===== config.mk =====
export PLATFORM = sky130hd
export DESIGN_NAME = stackSequencer
export DESIGN_NICKNAME = d
export VERILOG_FILES = /design/src/rtl/stackSeqPkg.sv /design/src/rtl/seqCtrl.sv /design/src/rtl/seqDatapath.sv /design/src/rtl/stackSequencer.sv
export SDC_FILE = /design/constraint.sdc
export NUM_CORES = 1
export LEC_CHECK = 0
export BUFFER_PORTS_ARGS = -buffer_cell sky130_fd_sc_hd__buf_2
export CAP_MARGIN = 20
export CELL_PAD_IN_SITES_DETAIL_PLACEMENT = 1
export CELL_PAD_IN_SITES_GLOBAL_PLACEMENT = 1
export CORE_MARGIN = 2
export CORE_UTILIZATION = 44
export DETAILED_ROUTE_END_ITERATION = 8
export GPL_TIMING_DRIVEN = 0
export PLACE_DENSITY = 0.85
export SLEW_MARGIN = 40
export SYNTH_ARGS = -nofsm -noshare
export SYNTH_HDL_FRONTEND = slang
export SYNTH_SLANG_ARGS = --single-unit

===== constraint.sdc =====
create_clock -name clk -period 6.2 [get_ports clk]
set_input_delay 0.93 -clock clk [delete_from_list [all_inputs] [get_ports clk]]
set_output_delay 0.93 -clock clk [all_outputs]
set_load 0.03 [all_outputs]

===== src/rtl/stackSeqPkg.sv =====
package stackSeqPkg;

  typedef enum logic [1:0] {
    OP_BREAK = 2'd0,
    OP_CALL  = 2'd1,
    OP_RET   = 2'd2,
    OP_IRET  = 2'd3
  } seqOp_e;

  typedef enum logic [3:0] {
    SEL_PC0, SEL_PC1, SEL_PC2,
    SEL_SP0, SEL_SPM1, SEL_SPM2,
    SEL_SPP1, SEL_SPP2, SEL_SPP3,
    SEL_VECLO, SEL_VECHI, SEL_RET
  } addrSel_e;

  typedef struct packed {
    logic     load;
    logic     access;
    logic     isWrite;
    addrSel_e sel;
    logic     capLo;
    logic     capHi;
    logic     finish;
  } seqStrobe_t;

  localparam int BREAK_LEN = 7;
  localparam int OTHER_LEN = 6;

endpackage


===== src/rtl/seqCtrl.sv =====
module seqCtrl
  import stackSeqPkg::*;
#(
  parameter int MAX_LEN = BREAK_LEN
) (
  input  logic       clk,
  input  logic       rst_n,
  input  logic       start,
  input  seqOp_e     opIn,
  output seqStrobe_t strb,
  output logic       done
);

  localparam int STEP_W = $clog2(MAX_LEN);

  logic              busy;
  logic [STEP_W-1:0] step;
  seqOp_e            opReg;
  logic              lastStep;

  always_comb begin
    if (opReg == OP_BREAK) lastStep = (step == STEP_W'(BREAK_LEN - 1));
    else                   lastStep = (step == STEP_W'(OTHER_LEN - 1));
  end

  always_comb begin
    strb         = '0;
    strb.sel     = SEL_PC0;
    strb.load    = start && !busy;
    if (busy) begin
      strb.access = 1'b1;
      strb.finish = lastStep;
      case (step)
        STEP_W'(0): strb.sel = SEL_PC0;
        STEP_W'(1): strb.sel = SEL_PC1;
        default: begin
          case (opReg)
            OP_BREAK: begin
              case (step)
                STEP_W'(2): begin strb.sel = SEL_SP0;  strb.isWrite = 1'b1; end
                STEP_W'(3): begin strb.sel = SEL_SPM1; strb.isWrite = 1'b1; end
                STEP_W'(4): begin strb.sel = SEL_SPM2; strb.isWrite = 1'b1; end
                STEP_W'(5): strb.sel = SEL_VECLO;
                default:    strb.sel = SEL_VECHI;
              endcase
            end
            OP_CALL: begin
              case (step)
                STEP_W'(2): strb.sel = SEL_SP0;
                STEP_W'(3): begin strb.sel = SEL_SP0;  strb.isWrite = 1'b1; end
                STEP_W'(4): begin strb.sel = SEL_SPM1; strb.isWrite = 1'b1; end
                default:    strb.sel = SEL_PC2;
              endcase
            end
            OP_RET: begin
              case (step)
                STEP_W'(2): strb.sel = SEL_SP0;
                STEP_W'(3): begin strb.sel = SEL_SPP1; strb.capLo = 1'b1; end
                STEP_W'(4): begin strb.sel = SEL_SPP2; strb.capHi = 1'b1; end
                default:    strb.sel = SEL_RET;
              endcase
            end
            default: begin
              case (step)
                STEP_W'(2): strb.sel = SEL_SP0;
                STEP_W'(3): strb.sel = SEL_SPP1;
                STEP_W'(4): strb.sel = SEL_SPP2;
                default:    strb.sel = SEL_SPP3;
              endcase
            end
          endcase
        end
      endcase
    end
  end

  always_ff @(posedge clk or negedge rst_n) begin
    if (!rst_n) begin
      busy  <= 1'b0;
      step  <= '0;
      opReg <= OP_BREAK;
      done  <= 1'b0;
    end else begin
      done <= strb.finish;
      if (strb.load) begin
        busy  <= 1'b1;
        step  <= '0;
        opReg <= opIn;
      end else if (busy) begin
        if (lastStep) begin
          busy <= 1'b0;
          step <= '0;
        end else begin
          step <= step + 1'b1;
        end
      end
    end
  end

endmodule


===== src/rtl/seqDatapath.sv =====
module seqDatapath
  import stackSeqPkg::*;
#(
  parameter int ADDR_W     = 16,
  parameter int SP_W       = 8,
  parameter int STACK_PAGE = 1,
  parameter int VEC_ADDR   = 16'hFFFE
) (
  input  logic              clk,
  input  logic              rst_n,
  input  seqStrobe_t        strb,
  input  seqOp_e            opIn,
  input  logic [ADDR_W-1:0] pcIn,
  input  logic [SP_W-1:0]   spIn,
  input  logic [SP_W-1:0]   busDataIn,
  output logic [ADDR_W-1:0] busAddr,
  output logic              busRd,
  output logic              busWr,
  output logic [SP_W-1:0]   spOut
);

  localparam int PAGE_W = ADDR_W - SP_W;
  localparam logic [PAGE_W-1:0] PAGE = PAGE_W'(STACK_PAGE);

  logic [ADDR_W-1:0] pcReg;
  logic [SP_W-1:0]   spReg;
  logic [SP_W-1:0]   retLo;
  logic [SP_W-1:0]   retHi;
  seqOp_e            opReg;
  logic [SP_W-1:0]   spFinal;

  function automatic logic [ADDR_W-1:0] stackAddr(input logic [SP_W-1:0] ofs);
    return {PAGE, ofs};
  endfunction

  always_comb begin
    case (strb.sel)
      SEL_PC0:   busAddr = pcReg;
      SEL_PC1:   busAddr = pcReg + ADDR_W'(1);
      SEL_PC2:   busAddr = pcReg + ADDR_W'(2);
      SEL_SP0:   busAddr = stackAddr(spReg);
      SEL_SPM1:  busAddr = stackAddr(spReg - SP_W'(1));
      SEL_SPM2:  busAddr = stackAddr(spReg - SP_W'(2));
      SEL_SPP1:  busAddr = stackAddr(spReg + SP_W'(1));
      SEL_SPP2:  busAddr = stackAddr(spReg + SP_W'(2));
      SEL_SPP3:  busAddr = stackAddr(spReg + SP_W'(3));
      SEL_VECLO: busAddr = ADDR_W'(VEC_ADDR);
      SEL_VECHI: busAddr = ADDR_W'(VEC_ADDR + 1);
      SEL_RET:   busAddr = {retHi[ADDR_W-SP_W-1:0], retLo};
      default:   busAddr = pcReg;
    endcase
  end

  assign busRd = strb.access && !strb.isWrite;
  assign busWr = strb.access && strb.isWrite;

  always_comb begin
    case (opReg)
      OP_BREAK: spFinal = spReg - SP_W'(3);
      OP_CALL:  spFinal = spReg - SP_W'(2);
      OP_RET:   spFinal = spReg + SP_W'(2);
      default:  spFinal = spReg + SP_W'(3);
    endcase
  end

  always_ff @(posedge clk or negedge rst_n) begin
    if (!rst_n) begin
      pcReg <= '0;
      spReg <= '0;
      retLo <= '0;
      retHi <= '0;
      opReg <= OP_BREAK;
      spOut <= '0;
    end else begin
      if (strb.load) begin
        pcReg <= pcIn;
        spReg <= spIn;
        opReg <= opIn;
      end
      if (strb.capLo)  retLo <= busDataIn;
      if (strb.capHi)  retHi <= busDataIn;
      if (strb.finish) spOut <= spFinal;
    end
  end

endmodule


===== src/rtl/stackSequencer.sv =====
module stackSequencer
  import stackSeqPkg::*;
#(
  parameter int ADDR_W     = 16,
  parameter int SP_W       = 8,
  parameter int STACK_PAGE = 1,
  parameter int VEC_ADDR   = 16'hFFFE
) (
  input  logic              clk,
  input  logic              rst_n,
  input  logic              start,
  input  logic [1:0]        opSel,
  input  logic [ADDR_W-1:0] pcIn,
  input  logic [SP_W-1:0]   spIn,
  input  logic [SP_W-1:0]   busDataIn,
  output logic [ADDR_W-1:0] busAddr,
  output logic              busRd,
  output logic              busWr,
  output logic [SP_W-1:0]   spOut,
  output logic              done
);

  seqStrobe_t strb;
  seqOp_e     opIn;

  assign opIn = seqOp_e'(opSel);

  seqCtrl #(.MAX_LEN(BREAK_LEN)) u_ctrl (
    .clk   (clk),
    .rst_n (rst_n),
    .start (start),
    .opIn  (opIn),
    .strb  (strb),
    .done  (done)
  );

  seqDatapath #(
    .ADDR_W     (ADDR_W),
    .SP_W       (SP_W),
    .STACK_PAGE (STACK_PAGE),
    .VEC_ADDR   (VEC_ADDR)
  ) u_dp (
    .clk       (clk),
    .rst_n     (rst_n),
    .strb      (strb),
    .opIn      (opIn),
    .pcIn      (pcIn),
    .spIn      (spIn),
    .busDataIn (busDataIn),
    .busAddr   (busAddr),
    .busRd     (busRd),
    .busWr     (busWr),
    .spOut     (spOut)
  );

endmodule


# Word level (Yosys, flattened, before mapping)
# Index checks and enable logic that the tools add are counted.
# word_totals
reg_bits,55
inputBits,37
output_inout_bits,27
elab_cells,73
# op_classes
addsub,9
n_eq_ne,19
n_mux,24
n_reduce_logical,12
# ops
op,count
$pmux W16 S11,1
$pmux W4 S3,3
$pmux W8 S3,1
$add A16 B1 Y16 const B,1
$add A16 B2 Y16 const B,1
$add A8 B2 Y8 const B,2
$eq A4 B3 Y1 const B,4
$eq A4 B4 Y1 const B,4
$pmux W4 S4,1
$sub A8 B2 Y8 const B,2
$eq A3 B3 Y1 const B,3
$mux W1,9
$mux W3,3
$mux W9,1
$add A8 B1 Y8 const B,1
$eq A4 B2 Y1 const B,2
$pmux W4 S2,1
$sub A8 B1 Y8 const B,1
$eq A3 B2 Y1 const B,2
$pmux W3 S2,1
$reduce_or A2 Y1,3
$eq A4 B1 Y1 const B,1
$mux W2,2
$add A3 B1 Y3 const B,1
other kinds (10),13

# Logic depth before layout (Yosys ltp)
# logic_depth
ltp_word,8
mapped_depth,20
ltp_nobuf,18

# Modules after synthesis
# A second synthesis with hierarchy kept.
# unflattened
cells_unflattened,555
area_unflattened_um2,4748.3
# by_module_without_submodules
module,instances,cells_per_inst,area_each_um2,seq_area_each_um2
seqDatapath,1,478,4088.9,1251.2
seqCtrl,1,77,659.4,175.2

# Least setup slack after synthesis
# No wires, ideal clock.
# synth_path
path_type,register to output
startpoint,register u_ctrl.step[2]
endpoint,output port busAddr[6]
arrival_time_ns,4.338
required_time_ns,5.270
path_slack_ns,0.932
stages_incl_launch_ff,21
path_buffers,2
cell_sequence,dfrtp_1 buf_4 inv_1 ha_1 or3b_1 o21bai_1 and3_1 clkbuf_1 nor2_1 nor2_1 nand2_1 inv_1 fa_1 nand3b_1 nand2_1 a2111oi_0 a31oi_1 a21oi_1 a2111oi_2 nand2_1 o32a_1
# synth_between
elab_chain_len,8
word_cells_on_any_way,26
classes_between,eq/ne: 16; mux: 8; reduce/logical: 2
# synth_rtl
element,line,text
"start, declared",seqCtrl.sv:17,logic [STEP_W-1:0] step;
"start signal, assigned",seqCtrl.sv:94,step <= step + 1'b1;
$eq A3 B2 Y1,--,
$reduce_or A2 Y1 (no line),--,
$pmux W3 S2,seqCtrl.sv:48,case (step)
$pmux W4 S3,seqCtrl.sv:37,case (opReg)
$pmux W4 S2 *,seqCtrl.sv:33,case (step)
$mux W9 *,seqCtrl.sv:30,if (busy) begin
$eq A4 B4 Y1 (tied with other cells),seqDatapath.sv:37,case (strb.sel)
$pmux W16 S11 *,seqDatapath.sv:37,
"end, declared",stackSequencer.sv:16,"output logic [ADDR_W-1:0] busAddr,"
# Every way passes the cells marked *; elsewhere a longest branch is shown, timed or not.

# Worst setup path in the final report
# Ends and elaborated chain as after synthesis.

==> metrics <==
initial antenna violation count=0; Register Area=1380 µm²; Synth area leaders=dfrtp_1, mux2_2, ha_1, nand2_1, o21ai_0; outcome=finished, final reports clean; part of the Yosys area used for sequential elements=30.6%; drt pass-1 iters=5; Net count, final=658; Setup violations, final=0; gpl congestion=0.954; Synth Register Bits=55; Skew-Pair Late Insertion Delay=340 ps; end-of-flow core utilization=51.9%; CTS root buffer=clkbuf_8; Finished Layout Cells=729; max-slew violations=0; die area=11000 µm²; Setup crit start kind=flop; period utilization=95.6%; via count=4614; largest net degree at the start of global routing=56; Post-synth EDFFs=0; mapped cell area=4500 µm²; port buffer count=63; standard-cell rows=36; final worst path period need=5930 ps; CTS tree=done; Final Skew=10.1 ps; share of cells above drive strength 1=22.5%; DP HPWL=11700 µm; CTS Hold Bufs=0; Crit. End Element=output port; commonest non-fill, non-tap cell in the layout=buf_2; crit path DAT=5000 ps; Sink Count=55; multi-input logic area=2940 µm²; Routed Antenna Nets=0; pre-CTS setup slack=7.93 ps; largest fanout on the critical path=10; n_diodes=0; critical path class=flop to output port; DR vias/cell=6.33; WP data required=5270 ps; Total GRT Usage=28.4%; vias in the first global route=4723; Core Region=9860 µm²; final worst slack=271 ps; DIE WIDTH=105 µm; TNS Setup=0 ps; Die Ht=105 µm; I/O Pins=64; area delta synth->final=14.0%; Synth Flop Type=dfrtp_1; final wirelength=15500 µm; Synthesized Nets=585; Starting Density=45.6%; worst slew pin tran=864 ps; max-cap violation count=0; Hold WC Path Type=flop to flop; top cell type's share of synthesized area=30.6%; DRC viols=0; Worst-path clk slew=110 ps; Netlist cell types=68; RSZ-0062 raised after global routing=no; Syn Inst Count=522; Avg Inst Size Synth=8.61 µm²; most frequent cells in the layout=buf_2, dfrtp_1, nand2_1; Synth async-reset ratio=100%; max_slew headroom=42.4%; Final Hold Viols=0; grt ovf=0; CTS max path bufs=2; WL per Instance=21.3 µm; leading area contributor after synthesis=dfrtp_1; first-pass GRT wire length=24900 µm; Fillers=1220; H-tree depth=2; YS warnings=0; placed cells=718; reg-to-reg setup timing slack=3700 ps; 1st-iter DRT viols=305; Peak Freq=169 MHz; total CTS buffers=5
==> state kept, by name, indices dropped and copies added (netlist names) <==
name         cells
u_dp.pcReg      16
u_dp.opReg       2
u_dp.retLo       8
u_dp.spReg       8
u_dp.retHi       8
u_dp.spOut       8
u_ctrl.step      3
u_ctrl.done      1
u_ctrl.busy      1
==> Yosys cell counts (7+ instances only) <==
| master | count |
|---|---|
| a211oi_1 | 8 |
| nor2_1 | 37 |
| inv_1 | 19 |
| dfrtp_1 | 55 |
| xor2_1 | 11 |
| mux2_2 | 36 |
| nor3_1 | 11 |
| nand2_1 | 53 |
| nand3_1 | 18 |
| nand4_1 | 9 |
| o22ai_1 | 8 |
| a221oi_1 | 7 |
| a31oi_1 | 7 |
| a21oi_1 | 31 |
| o31ai_1 | 8 |
| o211ai_1 | 10 |
| xnor2_1 | 13 |
| o21ai_0 | 33 |
| clkbuf_1 | 21 |
| ha_1 | 25 |
==> metrics by stage <==
step,hold slack (ps),area [µm²]
global route,545,5120
global placement,459,4980
floorplan,474,4500
detailed placement,470,4980
CTS,498,5100
finish,490,5120
==> worst max-delay path, cell delays in order (launching register included) <==
cell,delay (ps)
dfrtp_1,420
buf_4,190
inv_1,130
ha_1,340
a21bo_2,230
a221o_1,360
or3b_4,440
nor2_2,280
nand2_2,170
ha_1,370
a21oi_1,150
nand2_1,110
a21o_1,190
a31oi_1,160
a21oi_1,130
a2111oi_2,320
nand2_1,110
o32a_1,370
buf_2,180
==> path summary, 6_finish.rpt <==
kind                                       end  depth (start not counted)      startpoint
worst min-delay path             u_dp.spOut[3]                          2   u_dp.spOut[3]
worst max-delay path                busAddr[6]                         18  u_ctrl.step[2]
max in group asynchronous        u_dp.pcReg[1]                          1           rst_n
min in group asynchronous       u_ctrl.step[0]                          1           rst_n
worst min register to register   u_dp.spOut[3]                          2   u_dp.spOut[3]
worst max register to register   u_dp.retLo[7]                          7  u_ctrl.step[2]
==> routing by layer <==
layer	vias up	wire length [µm]	GRT usage, %
met5	-	0	0
met4	0	375	8.38
met3	42	1050	4.05
met2	200	7530	48.2
met1	2289	6560	37.5
li1	2083	-	-
==> kinds of logic after synthesis <==
kind of cell | after synthesis | share of synthesized area, %
mux | 40 | 9.91
flops | 55 | 30.6
xor+xnor | 24 | 4.68
fa+ha+maj | 26 | 7.40
compound gates | 160 | 24.8
simple gates | 168 | 18.2
buf+inv | 49 | 4.43
==> cell type report <==
type,count,area share [%]
Clock buffer,5,1.34
Buffer,28,2.32
Multi-Input combinational cell,418,57.4
Inverter,20,1.49
Tap cell,133,3.25
Sequential cell,55,26.9
Timing Repair Buffer,67,6.79
Clock inverter,3,0.562
==> timing repair <==
action                                 in CTS  in global routing
endpoints found under the hold margin       0                  0
gates resized for setup                     3                  1
setup endpoints to repair                   1                  2
buffers inserted                            2                  2
pin swaps                                   0                  2
Power is left out: the tool's default activity adds up to more than one toggle a clock period on the data nets, which glitch-free logic cannot reach.
